**config.mk**
```make
export PLATFORM = sky130hd
export DESIGN_NAME = grp_cmpl_tracker
export DESIGN_NICKNAME = d
export VERILOG_FILES = /design/src/rtl/gct_pkg.sv /design/src/rtl/gct_ring_ptr.sv /design/src/rtl/gct_slot_bank.sv /design/src/rtl/grp_cmpl_tracker.sv
export SDC_FILE = /design/constraint.sdc
export NUM_CORES = 1
export LEC_CHECK = 0
export BUFFER_PORTS_ARGS = -buffer_cell sky130_fd_sc_hd__buf_2
export CAP_MARGIN = 5
export CELL_PAD_IN_SITES_DETAIL_PLACEMENT = 1
export CELL_PAD_IN_SITES_GLOBAL_PLACEMENT = 2
export CORE_UTILIZATION = 44
export DETAILED_ROUTE_END_ITERATION = 6
export PLACE_DENSITY_LB_ADDON = 0.1
export SYNTH_ARGS = -nofsm -noshare
export SYNTH_HDL_FRONTEND = slang
export SYNTH_SLANG_ARGS = --single-unit
```
**constraint.sdc**
```tcl
create_clock -name clk -period 6.65 [get_ports clk]
set_input_delay 0 -clock clk [delete_from_list [all_inputs] [get_ports clk]]
set_output_delay 0 -clock clk [all_outputs]
set_load 0.05 [all_outputs]
```
**src/rtl/gct_pkg.sv**
```systemverilog
// Package: shared types for the group completion tracker.
// Assumes nothing beyond IEEE 1800-2017 packages.
package gct_pkg;

    // Outcome of checking one completion report against the table.
    typedef enum logic [1:0] {
        CHK_OK      = 2'd0,
        CHK_UNALLOC = 2'd1,
        CHK_BADSLOT = 2'd2,
        CHK_DUP     = 2'd3
    } chk_e;

endpackage

```
**src/rtl/gct_ring_ptr.sv**
```systemverilog
// Module: head/tail pointers and occupancy count of the group table.
// Assumes the caller never pushes when full and never pops when empty.
module gct_ring_ptr #(
    parameter int DEPTH = 16,
    localparam int TAG_W = $clog2(DEPTH)
) (
    input  logic             clk,
    input  logic             rst_n,
    input  logic             push,
    input  logic             pop,
    output logic [TAG_W-1:0] head,
    output logic [TAG_W-1:0] tail,
    output logic             full,
    output logic             empty
);
    localparam logic [TAG_W-1:0] LAST = TAG_W'(DEPTH - 1);

    logic [TAG_W-1:0] head_q, tail_q;
    logic [TAG_W:0]   count_q;

    // Advance the pointers with wrap at DEPTH and track the occupancy.
    always_ff @(posedge clk) begin
        if (!rst_n) begin
            head_q  <= '0;
            tail_q  <= '0;
            count_q <= '0;
        end else begin
            if (push) tail_q <= (tail_q == LAST) ? '0 : tail_q + 1'b1;
            if (pop)  head_q <= (head_q == LAST) ? '0 : head_q + 1'b1;
            case ({push, pop})
                2'b10:   count_q <= count_q + 1'b1;
                2'b01:   count_q <= count_q - 1'b1;
                default: count_q <= count_q;
            endcase
        end
    end

    // Derive the flow-control flags from the count.
    always_comb begin
        head  = head_q;
        tail  = tail_q;
        full  = (count_q == (TAG_W+1)'(DEPTH));
        empty = (count_q == '0);
    end
endmodule

```
**src/rtl/gct_slot_bank.sv**
```systemverilog
// Module: per-group storage of the live bit, valid-slot mask and done mask.
// Classifies each completion report and flags whether the head group is complete.
// Assumes the allocated and freed entries differ whenever both happen in one cycle.
module gct_slot_bank
    import gct_pkg::*;
#(
    parameter int DEPTH = 16,
    parameter int SLOTS = 5,
    localparam int TAG_W  = $clog2(DEPTH),
    localparam int SLOT_W = $clog2(SLOTS)
) (
    input  logic              clk,
    input  logic              rst_n,
    input  logic              alloc_en,
    input  logic [TAG_W-1:0]  alloc_idx,
    input  logic [SLOTS-1:0]  alloc_mask,
    input  logic              free_en,
    input  logic [TAG_W-1:0]  free_idx,
    input  logic              rep_en,
    input  logic [TAG_W-1:0]  rep_idx,
    input  logic [SLOT_W-1:0] rep_slot,
    input  logic [TAG_W-1:0]  head_idx,
    output chk_e              rep_chk,
    output logic              head_done
);
    logic             live_v [DEPTH];
    logic [SLOTS-1:0] mask_v [DEPTH];
    logic [SLOTS-1:0] done_v [DEPTH];
    logic [SLOTS-1:0] slot_oh;
    logic             rep_ok;

    // One-hot of the reported slot; indices of SLOTS and above decode to zero.
    assign slot_oh = SLOTS'(1) << rep_slot;
    assign rep_ok  = rep_en && (rep_chk == CHK_OK);

    for (genvar e = 0; e < DEPTH; e++) begin : g_ent
        logic             live_r;
        logic [SLOTS-1:0] mask_r;
        logic [SLOTS-1:0] done_r;

        // Per-entry state: set up on dispatch, mark reports, release on retire.
        always_ff @(posedge clk) begin
            if (!rst_n) begin
                live_r <= 1'b0;
                mask_r <= '0;
                done_r <= '0;
            end else if (alloc_en && alloc_idx == TAG_W'(e)) begin
                live_r <= 1'b1;
                mask_r <= alloc_mask;
                done_r <= '0;
            end else begin
                if (free_en && free_idx == TAG_W'(e)) live_r <= 1'b0;
                if (rep_ok && rep_idx == TAG_W'(e))   done_r <= done_r | slot_oh;
            end
        end

        assign live_v[e] = live_r;
        assign mask_v[e] = mask_r;
        assign done_v[e] = done_r;
    end

    // Classify the incoming report against the addressed entry.
    always_comb begin
        if (!live_v[rep_idx])                     rep_chk = CHK_UNALLOC;
        else if ((mask_v[rep_idx] & slot_oh) == '0) rep_chk = CHK_BADSLOT;
        else if ((done_v[rep_idx] & slot_oh) != '0) rep_chk = CHK_DUP;
        else                                      rep_chk = CHK_OK;
    end

    // The head group is complete when its done mask equals its valid mask.
    assign head_done = live_v[head_idx] && (done_v[head_idx] == mask_v[head_idx]);
endmodule

```
**src/rtl/grp_cmpl_tracker.sv**
```systemverilog
// Module: group completion tracker top. Allocates one table entry per
// dispatched group, records out-of-order slot completions and retires the
// oldest group, one per cycle at most, once all its occupied slots report.
// Assumes reports always arrive (no back-pressure) and SLOTS is at least 2.
module grp_cmpl_tracker
    import gct_pkg::*;
#(
    parameter int DEPTH = 16,
    parameter int SLOTS = 5,
    localparam int TAG_W  = $clog2(DEPTH),
    localparam int SLOT_W = $clog2(SLOTS)
) (
    input  logic              clk,
    input  logic              rst_n,
    input  logic              disp_valid,
    input  logic [SLOTS-1:0]  disp_mask,
    output logic              disp_ready,
    output logic [TAG_W-1:0]  disp_tag,
    input  logic              cmp_valid,
    input  logic [TAG_W-1:0]  cmp_tag,
    input  logic [SLOT_W-1:0] cmp_slot,
    output logic              cmp_err,
    output logic              ret_valid,
    output logic [TAG_W-1:0]  ret_tag,
    output logic              full,
    output logic              empty
);
    logic [TAG_W-1:0] head, tail;
    logic             push, pop, head_done;
    chk_e             rep_chk;

    assign push = disp_valid && !full;
    assign pop  = !empty && head_done;

    gct_ring_ptr #(.DEPTH(DEPTH)) u_ptr (
        .clk   (clk),
        .rst_n (rst_n),
        .push  (push),
        .pop   (pop),
        .head  (head),
        .tail  (tail),
        .full  (full),
        .empty (empty)
    );

    gct_slot_bank #(.DEPTH(DEPTH), .SLOTS(SLOTS)) u_bank (
        .clk        (clk),
        .rst_n      (rst_n),
        .alloc_en   (push),
        .alloc_idx  (tail),
        .alloc_mask (disp_mask),
        .free_en    (pop),
        .free_idx   (head),
        .rep_en     (cmp_valid),
        .rep_idx    (cmp_tag),
        .rep_slot   (cmp_slot),
        .head_idx   (head),
        .rep_chk    (rep_chk),
        .head_done  (head_done)
    );

    // Register the error flag for any report the bank rejected.
    always_ff @(posedge clk) begin
        if (!rst_n) cmp_err <= 1'b0;
        else        cmp_err <= cmp_valid && (rep_chk != CHK_OK);
    end

    // Drive the dispatch and retire side outputs.
    always_comb begin
        disp_ready = !full;
        disp_tag   = tail;
        ret_valid  = pop;
        ret_tag    = head;
    end
endmodule

```
# --- Word level (Yosys, flattened, before mapping) ---
# Cells that the tools add are included.
totals:
  elab_cells: 281
  regBits: 190
  out_inout_bits: 13
  in_bits: 16
classes:
  shift: 1
  addsub: 4
  magnitude_cmp: 2
  n_mux: 56
  bitwise: 21
  eq_ne: 49
  reduce_logical: 96
ops:
  columns: ["cell", "count"]
  rows:
  - ["$eq 4x4->1 const B", 24]
  - ["$bmux 5 s4", 4]
  - ["$or 5x5->5", 16]
  - ["$logic_and 1x1->1", 53]
  - ["$eq 4x3->1 const B", 12]
  - ["$mux 5", 8]
  - ["$mux 1", 36]
  - ["$reduce_bool 2->1", 18]
  - ["$reduce_or 2->1", 16]
  - ["$eq 4x2->1 const B", 6]
  - ["$eq 4x1->1 const B", 3]
  - ["$logic_not 4->1", 3]
  - ["$and 5x5->5", 2]
  - ["$ge 5x5->1 const B", 2]
  - ["$logic_not 5->1", 2]
  - ["$not 4->5", 2]
  - ["$pmux 5 s2", 1]
  - ["$add 4x1->4 const B", 2]
  - ["$bmux 1 s4", 2]
  - ["$mux 4", 2]
  - ["$mux 2", 3]
  - ["$add 5x1->5 const B", 1]
  - ["$eq 5x5->1", 1]
  - ["$eq 5x5->1 const B", 1]
  - ["8 further kinds", 9]

# --- Longest topological paths before layout ---
logic_depth:
  depth_word: 12
  ltp_mapped: 17
  mapped_depth_nobuf: 14

# --- Cells and area by module ---
# A second synthesis with hierarchy kept.
unflattened:
  cells_unflattened: 1108
  area_unflattened_um2: 10387.5
modules_own_cells:
  columns: ["mod", "n_inst", "seq_area_each_um2", "area_each_um2", "cells_each"]
  rows:
  - ["gct_slot_bank", 1, 3523.4, 9616.7, 1019]
  - ["gct_ring_ptr", 1, 260.2, 724.4, 84]
  - ["grp_cmpl_tracker", 1, 20.0, 46.3, 5]

# --- Least setup slack after synthesis ---
# OpenSTA, ideal clock, no wires.
synth_path:
  path_type: "register -> register"
  start: "register u_ptr.head_q[1], in the netlist u_ptr.head[1]"
  end: "register u_ptr.count_q[4]"
  period_less_slack_ps: 4979
  setup_slack_ps: 1671
  arrival_ps: 4908
  t_required_ps: 6580
  path_stages_with_launch: 17
  setup_ps: 70
  path_cell_list: "dfxtp_1 buf_2 buf_2 mux4_2 a22oi_1 nand2_1 xor2_1 or4_1 clkbuf_1 nor2_1 ha_1 ha_1 a21o_1 a21oi_1 xor2_1 or3_1 a21oi_1"
synth_via:
  elab_chain_len: 9
synth_lines:
  columns: ["element", "line_no", "rtl"]
  rows:
  - ["start, declared", "gct_ring_ptr.sv:18", "logic [TAG_W-1:0] head_q, tail_q;"]
  - ["start signal, assigned", "gct_ring_ptr.sv:29", "if (pop) head_q <= (head_q == LAST) ? '0 : head_q + 1'b1;"]
  - ["$not 4->5 (not written as such) *", "gct_slot_bank.sv:71", "assign head_done = live_v[head_idx] && (done_v[head_idx] == mask_v[head_idx]);"]
  - ["$bmux 5 s4", "gct_slot_bank.sv:71", null]
  - ["$mux 5 (not written as such) (2 in a row)", "gct_slot_bank.sv:71", null]
  - ["$eq 5x5->1", "gct_slot_bank.sv:71", null]
  - ["$logic_and 1x1->1 *", "gct_slot_bank.sv:71", null]
  - ["$logic_and 1x1->1 *", "grp_cmpl_tracker.sv:33", "assign pop = !empty && head_done;"]
  - ["net ret_valid", "grp_cmpl_tracker.sv:23", "output logic ret_valid,"]
  - ["$eq 2x1->1 / $eq 2x2->1 (equally long branches)", "gct_ring_ptr.sv:30", "case ({push, pop})"]
  - ["$pmux 5 s2 / $reduce_bool 2->1 (equally long branches)", null, null]
  - ["end signal, assigned", "gct_ring_ptr.sv:31", "2'b10: count_q <= count_q + 1'b1;"]
  - ["end signal, assigned", "gct_ring_ptr.sv:32", "2'b01: count_q <= count_q - 1'b1;"]
  - ["end signal, assigned", "gct_ring_ptr.sv:33", "default: count_q <= count_q;"]
  - ["end, declared", "gct_ring_ptr.sv:19", "logic [TAG_W:0] count_q;"]
# Mark *: on every way through the listed nets, which the timed path passes. The rest lies on a longest branch. The select of a mux whose other input is x is not followed.
# A chain may end at the register's enable or synchronous reset.

# --- Final worst setup path ---
layout_path:
  start: "register u_ptr.head_q[0], in the netlist u_ptr.head[0]"
  end: "register u_ptr.count_q[4]"
layout_via:
  elab_chain_len: 9
layout_lines:
  columns: ["element", "line_no"]
  rows:
  - ["$not 4->5 (not written as such) *", "gct_slot_bank.sv:71"]
  - ["$bmux 5 s4", "gct_slot_bank.sv:71"]
  - ["$mux 5 (not written as such) (2 in a row)", "gct_slot_bank.sv:71"]
  - ["$eq 5x5->1", "gct_slot_bank.sv:71"]
  - ["$logic_and 1x1->1 *", "gct_slot_bank.sv:71"]
  - ["$logic_and 1x1->1 *", "grp_cmpl_tracker.sv:33"]
  - ["$eq 2x1->1 / $eq 2x2->1 (equally long branches)", "gct_ring_ptr.sv:30"]
  - ["$pmux 5 s2 / $reduce_bool 2->1 (equally long branches)", null]
# Mark *: on every way between the ends. The rest lies on a longest branch, timed or not. The select of a mux whose other input is x is not followed.

==> run metrics <==
CP endpoint kind=flop; RR Startpoint=u_ptr.head[0]$_SDFFE_PN0P_; setup slack, reg-to-reg=1.76 ns; hold path cells=3; Ports=29; commonest non-fill, non-tap cell in the layout=nand2_1; clock skew=0.0145 ns; M3 GR Usage=5.16%; Top Family by Delay on Critical Path=simple AND/OR/NAND/NOR gates; Worst Path Arrival=5.27 ns; Site Rows=55; Initial Util=45.1%; GRT Overall Usage=31.3%; Setup Fix Bufs, Post-CTS=0; Lkg Pwr=3.94 nW; Crit Path Max Fanout=51; clock buffer depth=2; max_cap viols=0; worst skew pair latency=0.45 ns; Final Util=49.2%; Hold Path Origin=disp_mask[3]; critical path class=flop to flop; post-synthesis adder-cell area fraction=1.66%; GR peak layer=met2; vias=8965; Tcrit/Tclk final=73.6%; CP startpoint kind=flop; Critical Path, Cell by Cell=mux4_2 -> a22oi_1 -> nand2_1 -> xor2_1 -> or4_1 -> nor2_1 -> ha_1 -> ha_1 -> a21o_1 -> a21oi_1 -> xor2_1 -> or3_1 -> a21oi_1; die width=155 um; # setup viols final=0; DP HPWL=24.0 mm; average wire per standard cell=26.0 um; RSZ-0062 raised after global routing=no; complex-gate fraction of the synthesized area=12.0%; share of cells above drive strength 1=17.2%; vias in the first global route=9123; most frequent cells in the layout=nand2_1, dfxtp_1, o21ai_0; mux share of post-synthesis cell area=24.8%; Die Y=155 um; async set-reset flop share out of synthesis=0%; relative slew slack=15.7%; Final Cell Area=11200 sq um; post-route ant nets=0; met1 usage=45.1%; Post-synth top flop=dfxtp_1; largest net degree at the start of global routing=64; core area=22700 sq um; Post-Syn Nets=1126; fmax=0.204 GHz; max incr delay on CP=0.97 ns; CTS resizes=0; CTS tree=done; critical path launch point=u_ptr.head[0]$_SDFFE_PN0P_; Fin Setup TNS=0 ns; routability congestion estimate=0.859; Hold Vio Cnt, Final=0; cts hold-fix bufs=5; Multi-input gate area=6000 sq um; fin crit period=4.89 ns; WP buf/inv=0; Num CTS Buffers=17; Hold Path Class=input pin to flop; cell count after synthesis=1097; drt first pass iters=7; placed cell areas=10500 sq um; sequential fraction of the synthesis area=37.1%; Final #Nets=1101; largest family of logic cells by synthesized area=multiplexers; number of fill cells=2570; XOR/XNOR share of the synthesized area=1.03%; htree depth=4; VDD IR max=0.000128 V; status=completed; Netlist cell types=49; Worst R2R End=u_ptr.count_q[4]$_SDFFE_PN0P_; FF-to-FF path depth=13; initial antenna violation count=0; initial DRC count=804; met2 usage=47.7%; Vias/cell=6.55; slowest CP cell=dfxtp_4; Area growth, synth to finish=9.01%; Yosys reg bits=190; synthesized area=10200 sq um; post-synthesis simple-gate area fraction=18.9%; DRC Markers=0; Post-synth EDFFs=0; GRT Residual Overflow=0; CTS clk-pin slew, worst paths=0.08 ns; Root Driver=clkbuf_16; Syn Area/Cell=9.33 sq um; Hold Path End=u_bank.g_ent[0].mask_r[3]$_SDFFE_PN0P_; Yosys warning count=0; overall routed net length=35.6 mm; first-pass GRT wire length=55.9 mm; port bufs=28; PwrDens=228 nW/um^2; Reg area=3810 sq um; max-slew violation count=0; CTS sink count=190; worst endpoint required time=7.03 ns; full die area=23900 sq um; Slew @ Worst Pin=1.26 ns; # diodes=0
routing by layer:
layer | vias up | part of all wire, %
met2 | 354 | 45
met1 | 4558 | 46
met3 | 53 | 6.7
met4 | 0 | 2.3
met5 | - | 0
li1 | 4000 | -
tightest hold or removal path, delay by kind of cell:
family                 cells  cell delay [ns]
buffers and inverters      1             0.25
AO/OA/AOI/OAI              1             0.06
AND/OR/NAND/NOR            1             0.12
state kept, by name, summed over array words and instances, names as in the netlist:
signal               cells
cmp_err                  1
u_ptr.count_q            5
u_ptr.head               4
u_bank.g_ent.done_r     80
u_bank.g_ent.live_r     16
u_bank.g_ent.mask_r     80
u_ptr.tail               4
kinds of logic after synthesis:
kind of cell,count (synthesis)
compound gates,218
mux,138
xor+xnor,12
fa+ha+maj,13
flops,190
simple gates,416
buf+inv,110
per-stage QoR:
stage	total power [mW]	setup WS (ns)	hold slack (ns)	instances
CTS	2.56	1.71	0.00954	1369
floorplan	1.41	1.67	0.144	1097
global placement	1.50	1.98	0.407	1333
global route	2.63	1.43	0.0352	1369
finish	2.55	1.76	0.0285	1369
detailed placement	1.50	1.82	0.422	1333
power breakdown:
group | switching [mW] | internal, mW
Clock | 0.506 | 0.568
Combinational | 0.200 | 0.0924
Sequential | 0.0329 | 1.15
synth_stat cells, types with 3 or more instances:
library cell	number	area share, %
a21oi_1	60	2.9
a22oi_1	23	1.7
a311oi_1	3	0.26
a31oi_1	26	1.6
and2_1	6	0.37
and3_1	7	0.43
buf_1	12	0.44
buf_2	15	0.73
buf_6	3	0.33
clkbuf_1	65	2.4
dfxtp_1	190	37
ha_1	12	1.5
inv_1	12	0.44
mux2i_1	44	4.3
mux4_2	92	20
nand2_1	208	7.6
nand3_1	34	1.7
nand3b_1	4	0.29
nand4_1	65	4.0
nor2_1	57	2.1
nor2b_1	7	0.43
nor3_1	7	0.34
nor3_2	3	0.29
nor3b_1	3	0.22
o21ai_0	96	4.7
or3_1	3	0.18
xor2_1	10	0.86
how the worst max path moves through the flow:
stage	endpoint	slack, ns	cells after the start
after floorplan	u_ptr.count_q[4]$_SDFFE_PN0P_	1.67	16
after global placement	u_ptr.count_q[4]$_SDFFE_PN0P_	1.98	13
after detailed placement	u_ptr.count_q[4]$_SDFFE_PN0P_	1.82	13
after CTS	u_ptr.count_q[4]$_SDFFE_PN0P_	1.71	13
after global routing	u_ptr.count_q[4]$_SDFFE_PN0P_	1.43	13
final	u_ptr.count_q[4]$_SDFFE_PN0P_	1.76	13
area by class of cell:
cell class                 instances  share of cell area [%]
sequential                       190                    34.1
timing repair buffer              53                    3.07
tap                              285                    3.19
inverter                          13                   0.448
clock inverter                    14                    1.60
multi-input combinational        797                    53.7
clock buffer                      17                    3.81
No activity file was read; power rests on OpenSTA's default activity.
